[config.mk]
export PLATFORM = sky130hd
export DESIGN_NAME = sqctl_top
export DESIGN_NICKNAME = d
export VERILOG_FILES = /design/src/rtl/sqctl_pkg.sv /design/src/rtl/sqctl_bound.sv /design/src/rtl/sqctl_trap_timer.sv /design/src/rtl/sqctl_thread.sv /design/src/rtl/sqctl_top.sv
export SDC_FILE = /design/constraint.sdc
export NUM_CORES = 1
export LEC_CHECK = 0
export ABC_AREA = 0
export BUFFER_PORTS_ARGS = -buffer_cell sky130_fd_sc_hd__buf_2
export CAP_MARGIN = 10
export CORE_AREA = 2 2 252 254
export DETAILED_ROUTE_END_ITERATION = 10
export DIE_AREA = 0 0 254 256
export PLACE_DENSITY = 0.6
export SYNTH_ARGS = -nofsm -noshare
export SYNTH_HDL_FRONTEND = slang
export SYNTH_SLANG_ARGS = --single-unit
[constraint.sdc]
create_clock -name clk -period 8.4 [get_ports clk]
set_input_delay 2.52 -clock clk [delete_from_list [all_inputs] [get_ports clk]]
set_output_delay 2.52 -clock clk [all_outputs]
set_load 0.01 [all_outputs]
[src/rtl/sqctl_pkg.sv]
package sqctl_pkg;
  typedef enum logic [2:0] {
    ST_IDLE  = 3'd0,
    ST_RUN   = 3'd1,
    ST_ROBSQ = 3'd2,
    ST_TRAP  = 3'd3,
    ST_FTRAP = 3'd4
  } thr_st_e;

  typedef enum logic [1:0] {
    SRC_NONE = 2'd0,
    SRC_TRAP = 2'd1,
    SRC_TC   = 2'd2,
    SRC_EX   = 2'd3
  } sq_src_e;
endpackage

[src/rtl/sqctl_bound.sv]
module sqctl_bound #(
  parameter int unsigned SEQ_W = 16
) (
  input  logic             rob_empty,
  input  logic [SEQ_W-1:0] head_seq,
  input  logic [SEQ_W-1:0] ex_seq,
  input  logic             ex_incl,
  input  logic [SEQ_W-1:0] young,
  output logic [SEQ_W-1:0] full_b,
  output logic [SEQ_W-1:0] ex_b,
  output logic             ex_older
);
  function automatic logic [SEQ_W-1:0] full_boundary(input logic empty,
                                                      input logic [SEQ_W-1:0] head);
    return empty ? '0 : head - SEQ_W'(1);
  endfunction

  function automatic logic [SEQ_W-1:0] ex_boundary(input logic [SEQ_W-1:0] s,
                                                    input logic incl);
    return incl ? s - SEQ_W'(1) : s;
  endfunction

  function automatic logic not_younger(input logic [SEQ_W-1:0] s,
                                       input logic [SEQ_W-1:0] y);
    return s <= y;
  endfunction

  assign full_b   = full_boundary(rob_empty, head_seq);
  assign ex_b     = ex_boundary(ex_seq, ex_incl);
  assign ex_older = not_younger(ex_seq, young);
endmodule

[src/rtl/sqctl_trap_timer.sv]
module sqctl_trap_timer #(
  parameter int unsigned LAT_W = 4
) (
  input  logic             clk,
  input  logic             rst_n,
  input  logic             start,
  input  logic             take,
  input  logic [LAT_W-1:0] lat,
  output logic             inflight,
  output logic             fire
);
  logic [LAT_W-1:0] cnt_q;
  logic             inflight_q;
  logic             fire_q;
  logic             last_tick;

  function automatic logic [LAT_W-1:0] eff_lat(input logic [LAT_W-1:0] l);
    return (l == '0) ? LAT_W'(1) : l;
  endfunction

  assign last_tick = (cnt_q == eff_lat(lat) - LAT_W'(1));

  always_ff @(posedge clk or negedge rst_n) begin
    if (!rst_n) begin
      cnt_q      <= '0;
      inflight_q <= 1'b0;
      fire_q     <= 1'b0;
    end else if (take) begin
      cnt_q      <= '0;
      inflight_q <= 1'b0;
      fire_q     <= 1'b0;
    end else if (start) begin
      cnt_q      <= '0;
      inflight_q <= 1'b1;
      fire_q     <= 1'b0;
    end else if (inflight_q && !fire_q) begin
      if (last_tick) fire_q <= 1'b1;
      else           cnt_q  <= cnt_q + LAT_W'(1);
    end
  end

  assign inflight = inflight_q;
  assign fire     = fire_q;


  timer_fire_inflight_chk: assert property (@(posedge clk) disable iff (!rst_n)
    fire_q |-> inflight_q);


  timer_start_chk: assert property (@(posedge clk) disable iff (!rst_n)
    (start && !take) |=> (inflight_q && !fire_q));
endmodule

[src/rtl/sqctl_thread.sv]
module sqctl_thread
  import sqctl_pkg::*;
#(
  parameter int unsigned SEQ_W      = 16,
  parameter int unsigned PC_W       = 32,
  parameter int unsigned LAT_W      = 4,
  parameter int unsigned INSN_BYTES = 4
) (
  input  logic             clk,
  input  logic             rst_n,
  input  logic [LAT_W-1:0] trap_lat,
  input  logic             trap_req,
  input  logic             tc_req,
  input  logic             pcu_valid,
  input  logic [PC_W-1:0]  pcu_pc,
  input  logic [PC_W-1:0]  pcu_npc,
  input  logic             ins_valid,
  input  logic [SEQ_W-1:0] ins_seq,
  input  logic             ex_valid,
  input  logic [SEQ_W-1:0] ex_seq,
  input  logic             ex_incl,
  input  logic [PC_W-1:0]  ex_npc,
  input  logic [PC_W-1:0]  ex_mis_pc,
  input  logic             ex_taken,
  input  logic             ex_mispred,
  input  logic             rob_empty,
  input  logic [SEQ_W-1:0] rob_head_seq,
  input  logic             rob_sq_done,
  output logic [2:0]       status,
  output logic             trap_inflight,
  output logic             ins_accept,
  output logic             sq_cmd,
  output logic             rob_squashing,
  output logic [SEQ_W-1:0] sq_seq,
  output logic [SEQ_W-1:0] youngest,
  output logic [PC_W-1:0]  rs_pc,
  output logic [PC_W-1:0]  rs_npc,
  output logic [PC_W-1:0]  rs_mis_pc,
  output logic             rs_taken,
  output logic             rs_mispred
);
  thr_st_e          st_q;
  logic [SEQ_W-1:0] young_q;
  logic             tcp_q;
  logic [PC_W-1:0]  spc_q, snpc_q;
  logic             sq_q;
  logic [SEQ_W-1:0] sq_seq_q;
  logic [PC_W-1:0]  rs_pc_q, rs_npc_q, rs_mpc_q;
  logic             rs_tk_q, rs_mp_q;

  logic             tinf, tsq;
  logic [SEQ_W-1:0] full_b, ex_b;
  logic             ex_older;

  // named internal events
  logic    take_trap, take_tc, take_full, take_ex, sq_now;
  logic    tc_ok, trap_ok, ins_ok, blocked;
  sq_src_e src;

  function automatic logic [PC_W-1:0] next_fetch(input logic [PC_W-1:0] pc);
    return pc + PC_W'(INSN_BYTES);
  endfunction

  sqctl_bound #(.SEQ_W(SEQ_W)) u_bound (
    .rob_empty(rob_empty), .head_seq(rob_head_seq), .ex_seq(ex_seq),
    .ex_incl(ex_incl), .young(young_q), .full_b(full_b), .ex_b(ex_b),
    .ex_older(ex_older)
  );

  sqctl_trap_timer #(.LAT_W(LAT_W)) u_timer (
    .clk(clk), .rst_n(rst_n), .start(trap_ok), .take(take_trap),
    .lat(trap_lat), .inflight(tinf), .fire(tsq)
  );

  always_comb begin
    take_trap = tsq;
    take_tc   = tcp_q && !tsq;
    take_full = take_trap || take_tc;
    take_ex   = ex_valid && (st_q != ST_TRAP) && ex_older && !take_full;
    sq_now    = take_full || take_ex;
    blocked   = (st_q == ST_ROBSQ) || (st_q == ST_TRAP);
    tc_ok     = tc_req && !tinf && (st_q != ST_TRAP) && !take_tc;
    trap_ok   = trap_req && (st_q == ST_RUN) && !sq_now && !tcp_q;
    ins_ok    = ins_valid && !blocked && !sq_now && !trap_ok;
    if (take_trap)    src = SRC_TRAP;
    else if (take_tc) src = SRC_TC;
    else if (take_ex) src = SRC_EX;
    else              src = SRC_NONE;
  end

  always_ff @(posedge clk or negedge rst_n) begin
    if (!rst_n) begin
      st_q    <= ST_IDLE;
      young_q <= '0;
      tcp_q   <= 1'b0;
      spc_q   <= '0;
      snpc_q  <= '0;
    end else begin
      if (sq_now)                                st_q <= ST_ROBSQ;
      else if (trap_ok)                          st_q <= ST_TRAP;
      else if (st_q == ST_ROBSQ && rob_sq_done)  st_q <= ST_RUN;
      else if (ins_ok && st_q == ST_IDLE)        st_q <= ST_RUN;

      if (take_full)    young_q <= '0;
      else if (take_ex) young_q <= ex_b;
      else if (ins_ok)  young_q <= ins_seq;

      if (take_tc)    tcp_q <= 1'b0;
      else if (tc_ok) tcp_q <= 1'b1;

      if (pcu_valid) begin
        spc_q  <= pcu_pc;
        snpc_q <= pcu_npc;
      end
    end
  end

  always_ff @(posedge clk or negedge rst_n) begin
    if (!rst_n) begin
      sq_q     <= 1'b0;
      sq_seq_q <= '0;
      rs_pc_q  <= '0;
      rs_npc_q <= '0;
      rs_mpc_q <= '0;
      rs_tk_q  <= 1'b0;
      rs_mp_q  <= 1'b0;
    end else begin
      sq_q <= sq_now;
      unique case (src)
        SRC_TRAP, SRC_TC: begin
          sq_seq_q <= full_b;
          rs_pc_q  <= spc_q;
          rs_npc_q <= snpc_q;
          rs_mpc_q <= '0;
          rs_tk_q  <= 1'b0;
          rs_mp_q  <= 1'b0;
        end
        SRC_EX: begin
          sq_seq_q <= ex_b;
          rs_pc_q  <= ex_npc;
          rs_npc_q <= next_fetch(ex_npc);
          rs_mpc_q <= ex_mis_pc;
          rs_tk_q  <= ex_taken;
          rs_mp_q  <= ex_mispred;
        end
        default: ;
      endcase
    end
  end

  assign status        = st_q;
  assign trap_inflight = tinf;
  assign ins_accept    = ins_ok;
  assign sq_cmd        = sq_q;
  assign rob_squashing = (st_q == ST_ROBSQ);
  assign sq_seq        = sq_seq_q;
  assign youngest      = young_q;
  assign rs_pc         = rs_pc_q;
  assign rs_npc        = rs_npc_q;
  assign rs_mis_pc     = rs_mpc_q;
  assign rs_taken      = rs_tk_q;
  assign rs_mispred    = rs_mp_q;


  trap_tc_exclusive_chk: assert property (@(posedge clk) disable iff (!rst_n)
    !(tsq && tcp_q));


  robsq_exit_chk: assert property (@(posedge clk) disable iff (!rst_n)
    ($past(st_q) == ST_ROBSQ && st_q == ST_RUN) |-> $past(rob_sq_done));


  drop_blocked_chk: assert property (@(posedge clk) disable iff (!rst_n)
    ins_accept |-> !((st_q == ST_ROBSQ) || (st_q == ST_TRAP)));


  trap_wait_no_squash_chk: assert property (@(posedge clk) disable iff (!rst_n)
    (st_q == ST_TRAP && !tsq) |=> !sq_q);


  squash_state_chk: assert property (@(posedge clk) disable iff (!rst_n)
    sq_q |-> rob_squashing);


  full_young_chk: assert property (@(posedge clk) disable iff (!rst_n)
    take_full |=> (young_q == '0 && !rs_mp_q));
endmodule

[src/rtl/sqctl_top.sv]
module sqctl_top #(
  parameter int unsigned NT         = 2,
  parameter int unsigned SEQ_W      = 16,
  parameter int unsigned PC_W       = 32,
  parameter int unsigned LAT_W      = 4,
  parameter int unsigned INSN_BYTES = 4
) (
  input  logic                clk,
  input  logic                rst_n,
  input  logic [LAT_W-1:0]    trap_lat,
  input  logic [NT-1:0]       trap_req,
  input  logic [NT-1:0]       tc_req,
  input  logic [NT-1:0]       pcu_valid,
  input  logic [NT*PC_W-1:0]  pcu_pc,
  input  logic [NT*PC_W-1:0]  pcu_npc,
  input  logic [NT-1:0]       ins_valid,
  input  logic [NT*SEQ_W-1:0] ins_seq,
  input  logic [NT-1:0]       ex_valid,
  input  logic [NT*SEQ_W-1:0] ex_seq,
  input  logic [NT-1:0]       ex_incl,
  input  logic [NT*PC_W-1:0]  ex_npc,
  input  logic [NT*PC_W-1:0]  ex_mis_pc,
  input  logic [NT-1:0]       ex_taken,
  input  logic [NT-1:0]       ex_mispred,
  input  logic [NT-1:0]       rob_empty,
  input  logic [NT*SEQ_W-1:0] rob_head_seq,
  input  logic [NT-1:0]       rob_sq_done,
  output logic [NT*3-1:0]     status,
  output logic [NT-1:0]       trap_inflight,
  output logic [NT-1:0]       ins_accept,
  output logic [NT-1:0]       sq_cmd,
  output logic [NT-1:0]       rob_squashing,
  output logic [NT*SEQ_W-1:0] sq_seq,
  output logic [NT*SEQ_W-1:0] youngest,
  output logic [NT*PC_W-1:0]  rs_pc,
  output logic [NT*PC_W-1:0]  rs_npc,
  output logic [NT*PC_W-1:0]  rs_mis_pc,
  output logic [NT-1:0]       rs_taken,
  output logic [NT-1:0]       rs_mispred
);
  for (genvar t = 0; t < NT; t++) begin : g_thr
    sqctl_thread #(
      .SEQ_W(SEQ_W), .PC_W(PC_W), .LAT_W(LAT_W), .INSN_BYTES(INSN_BYTES)
    ) u_thr (
      .clk          (clk),
      .rst_n        (rst_n),
      .trap_lat     (trap_lat),
      .trap_req     (trap_req[t]),
      .tc_req       (tc_req[t]),
      .pcu_valid    (pcu_valid[t]),
      .pcu_pc       (pcu_pc[t*PC_W +: PC_W]),
      .pcu_npc      (pcu_npc[t*PC_W +: PC_W]),
      .ins_valid    (ins_valid[t]),
      .ins_seq      (ins_seq[t*SEQ_W +: SEQ_W]),
      .ex_valid     (ex_valid[t]),
      .ex_seq       (ex_seq[t*SEQ_W +: SEQ_W]),
      .ex_incl      (ex_incl[t]),
      .ex_npc       (ex_npc[t*PC_W +: PC_W]),
      .ex_mis_pc    (ex_mis_pc[t*PC_W +: PC_W]),
      .ex_taken     (ex_taken[t]),
      .ex_mispred   (ex_mispred[t]),
      .rob_empty    (rob_empty[t]),
      .rob_head_seq (rob_head_seq[t*SEQ_W +: SEQ_W]),
      .rob_sq_done  (rob_sq_done[t]),
      .status       (status[t*3 +: 3]),
      .trap_inflight(trap_inflight[t]),
      .ins_accept   (ins_accept[t]),
      .sq_cmd       (sq_cmd[t]),
      .rob_squashing(rob_squashing[t]),
      .sq_seq       (sq_seq[t*SEQ_W +: SEQ_W]),
      .youngest     (youngest[t*SEQ_W +: SEQ_W]),
      .rs_pc        (rs_pc[t*PC_W +: PC_W]),
      .rs_npc       (rs_npc[t*PC_W +: PC_W]),
      .rs_mis_pc    (rs_mis_pc[t*PC_W +: PC_W]),
      .rs_taken     (rs_taken[t]),
      .rs_mispred   (rs_mispred[t])
    );
  end
endmodule

==> results of run 1 <==
area by class of cell:
type | instances | share of cell area, %
Antenna cell | 26 | 0.2493
Clock buffer | 72 | 5.370
Clock inverter | 17 | 0.7144
Inverter | 49 | 0.7048
Multi-Input combinational cell | 1486 | 36.60
Sequential cell | 408 | 39.12
Tap cell | 846 | 4.056
Timing Repair Buffer | 670 | 13.19
per-layer routing:
metal,vias to the layer above,share of wire (%)
met5,-,0.24
met4,28,4.4
met3,192,8.6
met2,846,49
met1,9344,38
li1,8684,-
synthesized netlist by cell type (17+ instances only):
master	count	area, um2
inv_1	49	183.9
ha_1	41	513.0
nand3_1	135	675.7
clkbuf_1	102	382.9
a311oi_1	17	148.9
nand4_1	51	319.1
dfrtp_1	408	10210
xor2_1	62	543.0
buf_2	38	190.2
a21oi_1	107	535.5
a31oi_1	67	419.2
nor3_1	44	220.2
mux2_2	128	1441
a211oi_1	18	135.1
nand2_1	299	1122
nor2_1	147	551.8
mux2i_1	18	180.2
xnor2_1	57	499.2
o21ai_0	75	375.4
o311ai_0	52	455.4
o32ai_1	22	192.7
layout by cell type (no fill, tap or decap), drive strengths merged, types with 10 or more instances in the layout:
master / instances
clkbuf: 72
nand4: 52
a211oi: 18
or4: 11
a31oi: 67
o211ai: 11
nand2: 299
o31ai: 11
xnor2: 58
inv: 51
xor2: 62
mux2: 128
diode: 26
nor4: 18
nand3: 135
o32ai: 22
clkinv: 10
ha: 41
nor2: 148
buf: 670
or3: 13
nor3: 48
a311oi: 18
dfrtp: 408
a21oi: 107
o311ai: 56
o21ai: 75
mux2i: 18
cell families after synthesis:
| family | synth area share [%] |
|---|---|
| simple gates | 17.45 |
| compound gates | 12.85 |
| fa+ha+maj | 2.488 |
| xor+xnor | 5.359 |
| mux | 7.865 |
| buf+inv | 4.454 |
| other cells | 0.01819 |
| flops | 49.52 |
flip-flops by register name, indices dropped and copies added, names as in the netlist:
register / count
g_thr.u_thr.rs_mis_pc: 64
g_thr.u_thr.sq_cmd: 2
g_thr.u_thr.snpc_q: 64
g_thr.u_thr.u_timer.inflight: 2
g_thr.u_thr.rs_pc: 64
g_thr.u_thr.youngest: 32
g_thr.u_thr.sq_seq: 32
g_thr.u_thr.rs_taken: 2
g_thr.u_thr.tcp_q: 2
g_thr.u_thr.rs_mispred: 2
g_thr.u_thr.spc_q: 64
g_thr.u_thr.u_timer.fire: 2
g_thr.u_thr.u_timer.cnt_q: 8
g_thr.u_thr.status: 4
g_thr.u_thr.rs_npc: 64
where the power goes:
group	leakage [uW]	total (uW)	internal, uW	switching (uW)
clock	0.000776	2090	1220	872
sequential	0.00495	3180	2700	483
combinational	0.00623	3600	1380	2220
critical path, stage by stage:
cell and delay, ns:
buf_2 0.13, ha_1 0.32, nand4_1 0.16, nor3_1 0.34, nand3_1 0.27, or3_4 0.61, nand2_1 0.34, nor3_1 0.13
buf_2 0.18
final timing paths:
path | start | end | slack (ns) | depth (start not counted)
max reg2reg | g_thr[0].u_thr.youngest[15] | g_thr[0].u_thr.rs_pc[23] | 4.24 | 10
max in group asynchronous | rst_n | g_thr[0].u_thr.spc_q[6] | 4.79 | 2
max | ex_seq[31] | ins_accept[1] | 0.86 | 9
min reg2reg | g_thr[0].u_thr.snpc_q[2] | g_thr[0].u_thr.rs_npc[2] | 0.48 | 2
min | g_thr[0].u_thr.snpc_q[2] | g_thr[0].u_thr.rs_npc[2] | 0.48 | 2
min in group asynchronous | rst_n | g_thr[1].u_thr.rs_mis_pc[22] | 1.96 | 1
metrics by stage:
stage	cell area, um2	setup WS (ns)	hold WS, ns	power (uW)
4_1_cts	26030	0.8599	0.4857	8953
6_report	26100	0.8632	0.4788	8880
2_1_floorplan	20620	1.348	0.4450	5295
3_3_place_gp	24440	0.9444	0.4573	6704
5_1_grt	26090	0.6913	0.5116	9463
3_5_place_dp	24440	0.8742	0.4658	6821
==> metrics.txt, run 1 <==
status finished, final reports clean; syn avg cell area 9.785 um2; global-route wire length before repair 114.3 mm; post-layout util 41.83%; fin cells 3574; First-pass DRT Iterations 7; asr flop ratio synth 100.0%; Synth cell types 71; initial drt markers about 1400; RSZ-0062 raised after global routing false; Setup crit end kind output port; met3 usage in global routing 6.122%; Congestion Overflow GR 0; Period Utilization, post-route roughly nine tenths; top_reg_cell synth dfrtp_1; worst setup path category in -> out; multi-input logic area 0.009550 mm2; CTS Buf Count 48; Root Buffer clkbuf_16; max frequency 0.1327 GHz; Final Hold Vio Count 0; CTS resizes 0; Clk pin slew, worst setup/hold paths 0.06 ns; M1 GR Usage a little over a quarter; post-synthesis sequential area ratio 49.52%; worst-path maximum fanout 28; Ports 652; drt via density 5.342; VDD IR-drop max 0.1702 mV; drt total wl 75.71 mm; number of post-CTS setup repair buffers 0; pin count of the biggest net entering global routing 169; max-cap viol count 0; share of layout cells above drive strength 1 between 30 and 40%; CP Launch Type input port; Reg area 0.01021 mm2; synth warn 0; gr usage total 22.44%; drt drc 0; P_leak 0.01196 uW; Max Slew Vio Count 0; initial core utilization 33.05%; Clock Latency Late Sink approximately 0.59 ns; remaining antenna violation count after routing 0; Worst-Margin Slew around 1.1 ns; post-layout min period 7.537 ns; nets 3082; setup TNS 0 ns; via count 19090; CTS tree built; DP HPWL approximately 55 mm; placed insts between 3000 and 4000; Post-Route Skew 0.01969 ns; Die X 254 um; pwr dens 340.3 mW/mm2; via count of the first global-routing pass 18980; headroom to the max-slew limit 24.97%; H-tree depth 2; CP Data Required Time 5.88 ns; initial antenna violation count 39; hold bufs inserted after CTS 0; clock tree buffer depth 3; Core Rows 92; met2 usage 37.14%; Critical Path AT 5.02 ns; Synth Register Bits 408; hold crit path type reg -> reg; die area 0.06502 mm2; CORE AREA 0.06239 mm2; gpl congestion 0.8927; die height 256 um; Syn Std Cell Area 0.02062 mm2; # port buffers 649; wire per inst 21.18 um; Syn-to-layout area delta 26.57%; Final setup viols 0; Post-synth EDFFs 0; Clock Sink Count between 400 and 500; Post-Syn Instances 2107; Most Crowded Layer GR met2; # fillers 6275
No activity file was read; power rests on OpenSTA's default activity.
==> run 2, diff against run 1 <==
- ABC_AREA: 0 -> 1
- CORE_AREA: 2 2 252 254 -> 2 2 256 258
- DIE_AREA: 0 0 254 256 -> 0 0 258 260
==> metrics.txt, run 2 <==
share of layout cells above drive strength 1 25.28%; drt drc 0; Flop pwr share 34.4%; post-synthesis sequential area ratio 47.91%; FF-to-FF End g_thr[0].u_thr.rs_npc[17]; max incr delay on CP around 0.40 ns; hold bufs inserted after CTS 0; Clock Sink Count ~410; CP Data Required Time 5.88 ns; cell taking the most area after synthesis dfrtp_1; setup TNS 0 ns; Worst-Margin Slew roughly 1.1 ns; Syn-to-layout area delta 24.85%; ranking of synthesized cells by area dfrtp_1 (48%), nand2_1 (13%), nand3_1 (4.4%); drt via density 5.000; RSZ-0062 raised after global routing false; Synth cell types 45; Ports approximately 650; die height 260 um; critical path's slowest cell nand2_2; worst-path maximum fanout 21; Post-Route Skew 0.01518 ns; Post-synth EDFFs 0; worst r2r path cells 11; pwr dens 339.9 mW/mm2; Pint slightly above 5000 uW; H-tree depth 2; share of the synthesized area in the top cell type 47.91%; Max Slew Vio Count 0; commonest non-fill, non-tap cell in the layout nand2_1; CTS Buf Count 48; remaining antenna violation count after routing 0; number of post-CTS setup repair buffers 0; Period Utilization, post-route between 80% and 90%; placed standard-cell area approximately 0.025 mm2; die area 0.06708 mm2; asr flop ratio synth 100.0%; Synth Register Bits around 410; synth cell count leaders nand2_1 (714), dfrtp_1 (408), inv_1 (248); CP startpoint ex_seq[11]; First-pass DRT Iterations 5; post-layout min period 7.115 ns; max frequency roughly 0.14 GHz; Clock Latency Late Sink between 0.5 and 0.6 ns; sw frac 43.03%; initial core utilization approximately a third; headroom to the max-slew limit 29.04%; CTS resizes 0; clock tree buffer depth 3; Clk pin slew, worst setup/hold paths ~0.06 ns; Die X 258 um; Critical path destination ins_accept[0]; Final setup viols 0; Setup crit end kind output port; Core Rows 93; hold crit path type reg -> reg; initial antenna violation count 30; critical path's top delay family simple AND/OR/NAND/NOR gates; Clock power frac approximately 22%; nets roughly 3600; CP Launch Type input port; via count about 20000; gr usage total 24.78%; worst path buffer plus inverter count 2; worst hold slack 0.4670 ns; Syn Std Cell Area 0.02131 mm2; wire per inst 20.83 um; Final Cell Area 0.02661 mm2; Root Buffer clkbuf_16; status finished, final reports clean; post-layout util between 40% and 50%; worst-path cell chain buf_2 -> ha_1 -> nand4_1 -> nor3_2 -> nand2_1 -> nand2_1 -> nand2_4 -> nand2_2 -> nand3_1 -> nor2_1 -> buf_2; pin count of the biggest net entering global routing 205; global-route wire length before repair approximately 130 mm; syn avg cell area 8.131 um2; gpl congestion 0.9719; top_reg_cell synth dfrtp_1; P_sw 3891 uW; Final Hold Vio Count 0; worst setup path category in -> out; Worst path depth 11; VDD IR-drop max 0.1924 mV; CTS tree built; most frequent cell after synthesis nand2_1; synth warn 0; P_leak 0.01374 uW; Post-Syn Instances 2621; combinational share of power 43.3%; Congestion Overflow GR 0; Worst R2R Start g_thr[0].u_thr.youngest[13]; most frequent cells in the layout nand2_1 (713), buf_2 (646), dfrtp_1 (408); max-cap viol count 0; setup slack, reg-to-reg between 4 and 5 ns; CORE AREA 0.06412 mm2; via count of the first global-routing pass 19950; # port buffers 649; drt total wl ~85 mm; fin cells 4090; DP HPWL 64.96 mm; placed insts between 3000 and 4000; initial drt markers 1591; Critical Path AT roughly 4.6 ns
run 2: cell count changes after synthesis, moves of 34 or more:
cell      previous run  this run
nand2_1            299       714
inv_1               49       248
mux2_2             128        39
nor2_1             147       231
o21ai_0             75       159
a31oi_1             67         0
nand3_1            135       189
o211ai_1            11        64
o311ai_0            52         0
a21oi_1            107        61
clkbuf_1           102        68
run 2: layout make-up:
class	count	area, um2
Antenna cell	15	37.54
Clock buffer	73	1406
Clock inverter	9	75.07
Fill cell	6717	37510
Inverter	252	945.9
Multi-Input combinational cell	1812	9435
Sequential cell	408	10210
Tap cell	855	1070
Timing Repair Buffer	666	3428
run 2: kinds of logic (layout without fill, tap and decap cells):
| family | Yosys count | count (layout) | synth area share, % |
|---|---|---|---|
| AO/OA/AOI/OAI | 369 | 369 | 10.63 |
| flip-flops | 408 | 408 | 47.91 |
| AND/OR/NAND/NOR | 1260 | 1260 | 24.86 |
| adder cells (fa/ha/maj) | 41 | 41 | 2.407 |
| buffers and inverters | 402 | 1000 | 7.967 |
| other | 1 | 17 | 0.01760 |
| XOR/XNOR | 101 | 101 | 4.151 |
| multiplexers | 39 | 39 | 2.061 |
run 2: worst min-delay path by stage:
stage | start | slack (ns) | endpoint | cells past startpoint
floorplan | g_thr[0].u_thr.rs_mispred | 0.44 | g_thr[0].u_thr.rs_mispred | 2
CTS | g_thr[0].u_thr.rs_mis_pc[8] | 0.47 | g_thr[0].u_thr.rs_mis_pc[8] | 2
global route | g_thr[0].u_thr.rs_mispred | 0.49 | g_thr[0].u_thr.rs_mispred | 2
detailed placement | g_thr[0].u_thr.rs_mis_pc[8] | 0.45 | g_thr[0].u_thr.rs_mis_pc[8] | 2
finish | g_thr[0].u_thr.rs_mis_pc[8] | 0.47 | g_thr[0].u_thr.rs_mis_pc[8] | 2
global placement | g_thr[0].u_thr.rs_mis_pc[19] | 0.45 | g_thr[0].u_thr.rs_mis_pc[19] | 2
run 2: per-layer routing:
metal | global-route usage [%] | routed length [um] | part of all wire, % | up-vias
met5 | 0 | 171 | 0.20 | -
met4 | 7.643 | 2711 | 3.2 | 24
met3 | 6.277 | 6423 | 7.5 | 165
met2 | 42.00 | 41120 | 48 | 729
met1 | 31.01 | 34760 | 41 | 9829
li1 | - | - | - | 9703
run 2: tightest hold or removal path, stage by stage, from the launching register on:
cell,delay [ns]
dfrtp_1,0.34
nand2_1,0.05
nand2_1,0.05
run 2: metrics by stage:
| stage | total power (uW) | setup WS (ns) |
|---|---|---|
| floorplan | 5440 | 1.895 |
| global placement | 7023 | 1.313 |
| detailed placement | 7052 | 1.300 |
| CTS | 9117 | 1.296 |
| global route | 9667 | 1.075 |
| finish | 9043 | 1.285 |
run 2: power groups by stage:
stage	Clock (uW)	Sequential [uW]	Combinational [uW]
final	2020	3110	3920
after global placement	0	3120	3900
after detailed placement	0	3120	3930
after floorplan	0	3300	2140
after CTS	2080	3110	3930
after global routing	2150	3180	4330
==> run 3, diff against run 2 <==
- clock period: 8.4 -> 7.4 ns (I/O delays scaled with it)
==> metrics.txt, run 3 (synthesis gave the netlist of run 2 again) <==
worst-path maximum fanout 21; drt total wl 84.56 mm; initial antenna violation count 29; hold crit path type reg -> reg; Root Buffer clkbuf_16; Max Slew Vio Count 0; Final setup viols 0; Die X 258 um; initial drt markers 1612; drt drc 0; worst setup path category in -> out; Worst-Margin Slew around 1.1 ns; Post-Route Skew between 0.02 and 0.025 ns; Clock Sink Count 408; max-cap viol count 0; clock tree buffer depth 3; Core Rows 93; post-layout min period 6.539 ns; number of post-CTS setup repair buffers 0; CORE AREA roughly 0.064 mm2; Ports 652; nets 3608; VDD IR-drop max 0.2429 mV; Final Cell Area 0.02690 mm2; post-layout util about two fifths; via count 20280; gr usage total ~24%; Worst R2R Start g_thr[0].u_thr.youngest[9]; CTS Buf Count 49; pwr dens ~400 mW/mm2; P_leak 0.01387 uW; H-tree depth 2; global-route wire length before repair around 130 mm; setup TNS 0 ns; worst-path cell chain buf_2 -> ha_1 -> nand4_1 -> nor3_2 -> nand2_1 -> nand2_1 -> nand2_4 -> nand2_2 -> nand3_1 -> nor2_1 -> buf_2; Congestion Overflow GR 0; Critical Path AT 4.32 ns; Final Hold Vio Count 0; Setup crit end kind output port; die height 260 um; CTS resizes 0; CP Launch Type input port; CTS tree built; commonest non-fill, non-tap cell in the layout nand2_1; initial core utilization 33.24%; via count of the first global-routing pass 19770; RSZ-0062 raised after global routing false; gpl congestion between 0.9 and 1; status finished, final reports clean; wire per inst 20.63 um; CP startpoint ex_seq[8]; remaining antenna violation count after routing 0; Period Utilization, post-route 88.36%; headroom to the max-slew limit 28.58%; Clk pin slew, worst setup/hold paths ~0.060 ns; Clock Latency Late Sink between 0.5 and 0.6 ns; First-pass DRT Iterations 5; Syn-to-layout area delta 26.22%; max frequency 0.1529 GHz; drt via density 4.948; total power around 11000 uW; critical path's slowest cell nand2_2; most frequent cells in the layout nand2_1 (713), buf_2 (646), dfrtp_1 (408); # fillers between 6000 and 7000; share of layout cells above drive strength 1 between 20% and 30%; placed standard-cell area 0.02509 mm2; # port buffers 649; pin count of the biggest net entering global routing 205; CP Data Required Time between 5 and 6 ns; DP HPWL 64.50 mm; hold bufs inserted after CTS 0; max incr delay on CP 0.38 ns; die area 0.06708 mm2; hold path start g_thr[0].u_thr.rs_mis_pc[9]
-- run 3: cell count changes in the layout (fill, tap and decap cells not counted), sizes merged --
cell      delta
bufinv       +8
clkbuf       -7
clkinv       +2
clkinvlp     +4
diode        -1
inv          +2
-- run 3: power breakdown --
group	leakage [uW]	switching [uW]	total (uW)	internal, uW
clock network	0.000852	1020	2650	1630
registers	0.00497	503	3520	3020
logic	0.00805	2950	4450	1500
total	0.0139	4480	10600	6150
-- run 3: cell type report --
type | instances | area [um2] | area share, %
Antenna cell | 14 | 35.03 | 0.1302
Clock buffer | 66 | 1380 | 5.130
Clock inverter | 25 | 395.4 | 1.470
Inverter | 252 | 945.9 | 3.516
Multi-Input combinational cell | 1812 | 9435 | 35.08
Sequential cell | 408 | 10210 | 37.96
Tap cell | 855 | 1070 | 3.977
Timing Repair Buffer | 666 | 3428 | 12.74
-- run 3: final timing paths --
path / endpoint / slack [ns] / depth (start not counted)
min: g_thr[0].u_thr.rs_mis_pc[9] / 0.46 / 2
min in group asynchronous: g_thr[1].u_thr.rs_mis_pc[25] / 1.65 / 1
max: ins_accept[0] / 0.86 / 11
min reg2reg: g_thr[0].u_thr.rs_mis_pc[9] / 0.46 / 2
max reg2reg: g_thr[0].u_thr.youngest[2] / 3.84 / 16
max in group asynchronous: g_thr[0].u_thr.rs_npc[18] / 4.28 / 2
-- run 3: through the flow --
stage               instances  setup slack [ns]  hold slack [ns]
finish                   4098            0.8613           0.4637
floorplan                2622             1.495           0.4431
global placement         3993            0.9216           0.4490
global route             4094            0.6316           0.4826
detailed placement       3993            0.8946           0.4534
CTS                      4084            0.8862           0.4685
-- run 3: metal layers --
layer  vias to the layer above  GRT usage (%)  part of all wire (%)
met5                         -              0                  0.19
met4                        24          7.723                   2.8
met3                       148          6.160                   7.6
met2                       732          41.38                    49
met1                      9665          30.69                    41
li1                       9709              -                     -
-- run 3: worst max-delay path, delay by kind of cell --
kind | cells | cell delay (ns)
simple gates | 8 | 1.48
buf+inv | 2 | 0.32
fa+ha+maj | 1 | 0.29
